--- src/rtl/mesh_route_pkg.sv ---
package mesh_route_pkg;

   localparam int PORT_N = 5;

   // Bit positions of the one-hot port request; the switch decodes these.
   localparam int P_WEST  = 0;
   localparam int P_EAST  = 1;
   localparam int P_SOUTH = 2;
   localparam int P_NORTH = 3;
   localparam int P_LOCAL = 4;

   typedef logic [PORT_N-1:0] port_sel_t;

   // Direction sign of one offset dimension.
   typedef struct packed {
      logic neg;
      logic pos;
   } dim_sign_t;

endpackage

--- src/rtl/mesh_route_offset.sv ---
// Signed offset of one mesh dimension, reduced to its sign.
module mesh_route_offset #(
   parameter int CW = 2
) (
   input  logic [CW-1:0]               dst_c,
   input  logic [CW-1:0]               here_c,
   output mesh_route_pkg::dim_sign_t   sign_o
);
   localparam int OW = CW + 1;

   logic signed [OW-1:0] delta;

   always_comb begin
      delta       = $signed({1'b0, dst_c}) - $signed({1'b0, here_c});
      sign_o.neg  = delta[OW-1];
      sign_o.pos  = !delta[OW-1] && (delta != '0);
   end
endmodule

--- src/rtl/mesh_route_decide.sv ---
// X-first port choice from the two offset signs.
module mesh_route_decide
   import mesh_route_pkg::*;
(
   input  dim_sign_t  x_sign,
   input  dim_sign_t  y_sign,
   output port_sel_t  port_o
);
   always_comb begin
      port_o = '0;
      if (x_sign.neg)
         port_o[P_WEST] = 1'b1;
      else if (x_sign.pos)
         port_o[P_EAST] = 1'b1;
      else if (y_sign.neg)
         port_o[P_SOUTH] = 1'b1;
      else if (y_sign.pos)
         port_o[P_NORTH] = 1'b1;
      else
         port_o[P_LOCAL] = 1'b1;
   end
endmodule

--- src/rtl/mesh_route_stage.sv ---
// One-entry registered output with a valid/ready handshake on both sides.
module mesh_route_stage #(
   parameter int W = 5
) (
   input  logic          clk,
   input  logic          rst_n,
   input  logic          in_valid,
   output logic          in_ready,
   input  logic [W-1:0]  in_data,
   output logic          out_valid,
   input  logic          out_ready,
   output logic [W-1:0]  out_data
);
   logic          full_q;
   logic [W-1:0]  data_q;
   logic          load;

   always_comb begin
      in_ready = !full_q || out_ready;
      load     = in_valid && in_ready;
   end

   always_ff @(posedge clk or negedge rst_n) begin
      if (!rst_n) begin
         full_q <= 1'b0;
         data_q <= '0;
      end else begin
         if (load) begin
            full_q <= 1'b1;
            data_q <= in_data;
         end else if (out_ready) begin
            full_q <= 1'b0;
         end
      end
   end

   assign out_valid = full_q;
   assign out_data  = data_q;
endmodule

--- src/rtl/mesh_route_dor.sv ---
// Dimension-order output port selector for one router of a K-by-K mesh.
module mesh_route_dor
   import mesh_route_pkg::*;
#(
   parameter int MESH_K = 4,
   localparam int CW = (MESH_K < 2) ? 1 : $clog2(MESH_K)
) (
   input  logic                clk,
   input  logic                rst_n,
   input  logic [CW-1:0]       here_x,
   input  logic [CW-1:0]       here_y,
   input  logic                hdr_valid,
   output logic                hdr_ready,
   input  logic [CW-1:0]       dst_x,
   input  logic [CW-1:0]       dst_y,
   output logic                sel_valid,
   input  logic                sel_ready,
   output logic [PORT_N-1:0]   sel_port
);
   localparam int NDIM = 2;

   if (MESH_K < 2) begin : g_bad_k
      $error("mesh_route_dor: MESH_K must be at least 2");
   end

   logic [CW-1:0] dst_c  [NDIM];
   logic [CW-1:0] here_c [NDIM];
   dim_sign_t     sgn    [NDIM];
   port_sel_t     port_next;

   always_comb begin
      dst_c[0]  = dst_x;
      dst_c[1]  = dst_y;
      here_c[0] = here_x;
      here_c[1] = here_y;
   end

   for (genvar d = 0; d < NDIM; d++) begin : g_dim
      mesh_route_offset #(.CW(CW)) u_off (
         .dst_c  (dst_c[d]),
         .here_c (here_c[d]),
         .sign_o (sgn[d])
      );
   end

   mesh_route_decide u_decide (
      .x_sign (sgn[0]),
      .y_sign (sgn[1]),
      .port_o (port_next)
   );

   mesh_route_stage #(.W(PORT_N)) u_stage (
      .clk       (clk),
      .rst_n     (rst_n),
      .in_valid  (hdr_valid),
      .in_ready  (hdr_ready),
      .in_data   (port_next),
      .out_valid (sel_valid),
      .out_ready (sel_ready),
      .out_data  (sel_port)
   );
endmodule

--- config.mk ---
export PLATFORM = sky130hd
export DESIGN_NAME = mesh_route_dor
export DESIGN_NICKNAME = d
export VERILOG_FILES = /design/src/rtl/mesh_route_pkg.sv /design/src/rtl/mesh_route_offset.sv /design/src/rtl/mesh_route_decide.sv /design/src/rtl/mesh_route_stage.sv /design/src/rtl/mesh_route_dor.sv
export SDC_FILE = /design/constraint.sdc
export NUM_CORES = 1
export LEC_CHECK = 0
export ABC_AREA = 1
export BUFFER_PORTS_ARGS = -buffer_cell sky130_fd_sc_hd__buf_2
export CORE_AREA = 2 2 39 41
export CTS_BUF_LIST = sky130_fd_sc_hd__clkbuf_8
export DETAILED_ROUTE_END_ITERATION = 6
export DIE_AREA = 0 0 41 43
export HOLD_SLACK_MARGIN = 0.15
export SLEW_MARGIN = 30
export SYNTH_ARGS = -nofsm -noshare
export SYNTH_HDL_FRONTEND = slang
export SYNTH_SLANG_ARGS = --single-unit
--- constraint.sdc ---
create_clock -name clk -period 1.8 [get_ports clk]
set_input_delay 0.18 -clock clk [delete_from_list [all_inputs] [get_ports clk]]
set_output_delay 0.18 -clock clk [all_outputs]
set_load 0.01 [all_outputs]
==> metrics.md <==
| Metric | Value |
|---|---|
| Status | finished, final reports clean |
| DP HPWL | 598.4 µm |
| Initial DRC count | 7 |
| IO buf count | 18 |
| Max-slew violations | 0 |
| Setup-failing EPs final | 0 |
| Highest metal used | met3 |
| Synth Cell Area | 354.1 µm² |
| Antenna Nets Post-Route | 0 |
| H-tree levels | 1 |
| Post-CTS setup buffer count | 0 |
| Max-capacitance violation count | 0 |
| Initial Utilization | 0.2559 |
| Synth area leader | dfrtp_1 |
| Clock Tree Root | clkbuf_8 |
| # DRC | 0 |
| Startpoint types | input pin |
| Layout cell share with drive strength beyond 1 | 0.3538 |
| Max-Slew Margin vs Limit | 0.8766 |
| Main area contributors after synthesis | dfrtp_1 42%, nand2_1 13%, fa_1 11%, inv_1 11%, ha_1 7.1% |
| Critical Path RT | 1.91 ns |
| Core Area | 0.001384 mm² |
| Fin nets | 83 |
| Vias in the first global route | 323 |
| Placer congestion estimate | 0.7146 |
| Detailed Route WL | 726 µm |
| Sequential cell area | 150.1 µm² |
| Routed len/inst | 8.963 µm |
| Net Count, Synth | 59 |
| Fmax | 838.9 MHz |
| RSZ-0062 raised after global routing | false |
| Final core occ | 0.3725 |
| Die Span X | 41 µm |
| Yosys top cell area share | 0.4240 |
| Cell count after synthesis | 43 |
| Longest Clk Path Bufs | 2 |
| Min-Delay Path Class | input pin to register |
| Hold WS | 0.1885 ns |
| GRT Overall Usage | 0.09615 |
| Largest net degree at the start of global routing | 9 |
| CTS resizes | 0 |
| Avg Inst Size Synth | 8.235 µm² |
| Synthesis-to-layout area growth | 45.58% |
| Worst-path clk slew | 0.04 ns |
| Area of the die | 0.001763 mm² |
| Max Fanout on Critical Path | 3 |
| Ant diodes | 0 |
| CTS tree | yes |
| First-pass GRT wire length | 1104 µm |
| Multi-input logic area | 166.4 µm² |
| Initial antenna violation count | 0 |
| Die Height | 43 µm |
| Final clock skew | 0.002072 ns |
| Slew @ Worst Pin | 0.1852 ns |
| Sink Count | 6 |
| Leakage | 0.3107 nW |
| Gr ovfl total | 0 |
| Met2 wire length | 307 µm |
| Routed vias/inst | 4.000 |
| Final critical-path share of the clock period | 0.6622 |
| Pwr/cell area | 868.4 mW/mm² |
| Hold Vio Cnt, Final | 0 |
| Synth warn | 0 |
| Via count | 324 |
| Max VDD drop | 0.3484 mV |
| I/O Pins | 19 |
| Sequential area share after synthesis | 0.4240 |
| CP Data Arrival Time | 1.30 ns |
| Post-layout min period | 1.192 ns |
| Fillcell total | 148 |
| Met3 routed WL | 81 µm |
| Crit end category | register |
| Critical path class | input pin to register |
| TritonCTS Buffers | 3 |
| #FFs+latches synth | 6 |
| TritonRoute pass-1 iters | 4 |
| Metal-1 WL | 337 µm |
| Clock Latency Late Sink | 0.22 ns |
| Library cells used by synthesis | 11 |
| Row count | 14 |
| Setup TNS | 0 ns |
## cells by family after synthesis
family | share of synthesized area
AOI/OAI and AO/OA | 0.05651
buffers and inverters | 0.1060
and+or+nand+nor | 0.2297
adders and majority gates | 0.1837
DFF | 0.4240
## cells in the mapped netlist, drive strengths merged
cell type  instances
a21oi              1
dfrtp              6
nand2             14
nand3              2
inv               10
nor2               2
o21ai              3
fa                 2
ha                 2
nand4              1
## layout by cell type, fill, tap and decap left out
cell	synthesis	routed
buf_2	0	18
nand2_1	12	12
inv_1	10	10
dfrtp_1	6	6
o21ai_1	3	3
clkbuf_8	0	3
nand2_2	2	2
nor2_1	2	2
nand3_1	2	2
fa_1	2	2
ha_1	2	2
a21oi_1	1	1
nand4_1	1	1
dlygate4sd3_1	0	1
## critical path, cell delays in order
cell and delay, ns:
buf_2 0.09, inv_1 0.04, ha_1 0.13, inv_1 0.05
fa_1 0.48, inv_1 0.05, nand2_1 0.05, nand2_1 0.09
nand3_1 0.09, nand2_1 0.05
## stage by stage
step,power [W],std cells,instance area (µm²),setup slack [ns]
after CTS,0.0004550,81,515.5,0.6065
after floorplan,0.0002113,43,354.1,0.5692
after global routing,0.0004756,81,515.5,0.4945
after global placement,0.0002504,77,464.2,0.3816
final,0.0004477,81,515.5,0.6080
after detailed placement,0.0002526,77,464.2,0.3783
## final timing paths
kind	from	to	slack, ns	cells after the start
setup / recovery	dst_x[0]	u_stage.out_data[4]$_DFFE_PN0P_	0.61	10
hold / removal	hdr_valid	u_stage.out_valid$_DFFE_PN0P_	0.19	3
setup reg to reg	u_stage.out_valid$_DFFE_PN0P_	u_stage.out_data[2]$_DFFE_PN0P_	0.93	4
hold reg to reg	u_stage.out_data[3]$_DFFE_PN0P_	u_stage.out_data[3]$_DFFE_PN0P_	0.47	2
max in group asynchronous	rst_n	u_stage.out_data[2]$_DFFE_PN0P_	1.33	2
min in group asynchronous	rst_n	u_stage.out_data[3]$_DFFE_PN0P_	0.33	2
## repair_timing
action                                 4_1_cts  5_1_grt
setup endpoints to repair                    0        0
hold buffers                                 1        0
endpoints found under the hold margin        6        0
## report_power, final
group | switching [W] | leakage, nW | internal, W
Combinational | 0.0000524 | 0.212 | 0.0000408
Clock | 0.0000533 | 0.0216 | 0.000143
Sequential | 0.00000753 | 0.0767 | 0.000150
Total | 0.000113 | 0.311 | 0.000334
## flip-flops by register name (all words and copies together), names as in the netlist
register,flops
u_stage.out_data,5
u_stage.out_valid,1
## per-layer routing
layer,GRT usage,up-vias
li1,-,174
met1,0.1122,135
met2,0.1313,15
met3,0.05236,0
met4,0.06000,0
met5,0,-
## layout make-up
cell class              instances  share of cell area
well taps                      16             0.03883
multi-input cells              27              0.3228
flip-flops and latches          6              0.2913
clock buffers                   3             0.08010
inverters                      10             0.07282
repair buffers                 19              0.1942
No activity file was read; power rests on OpenSTA's default activity.
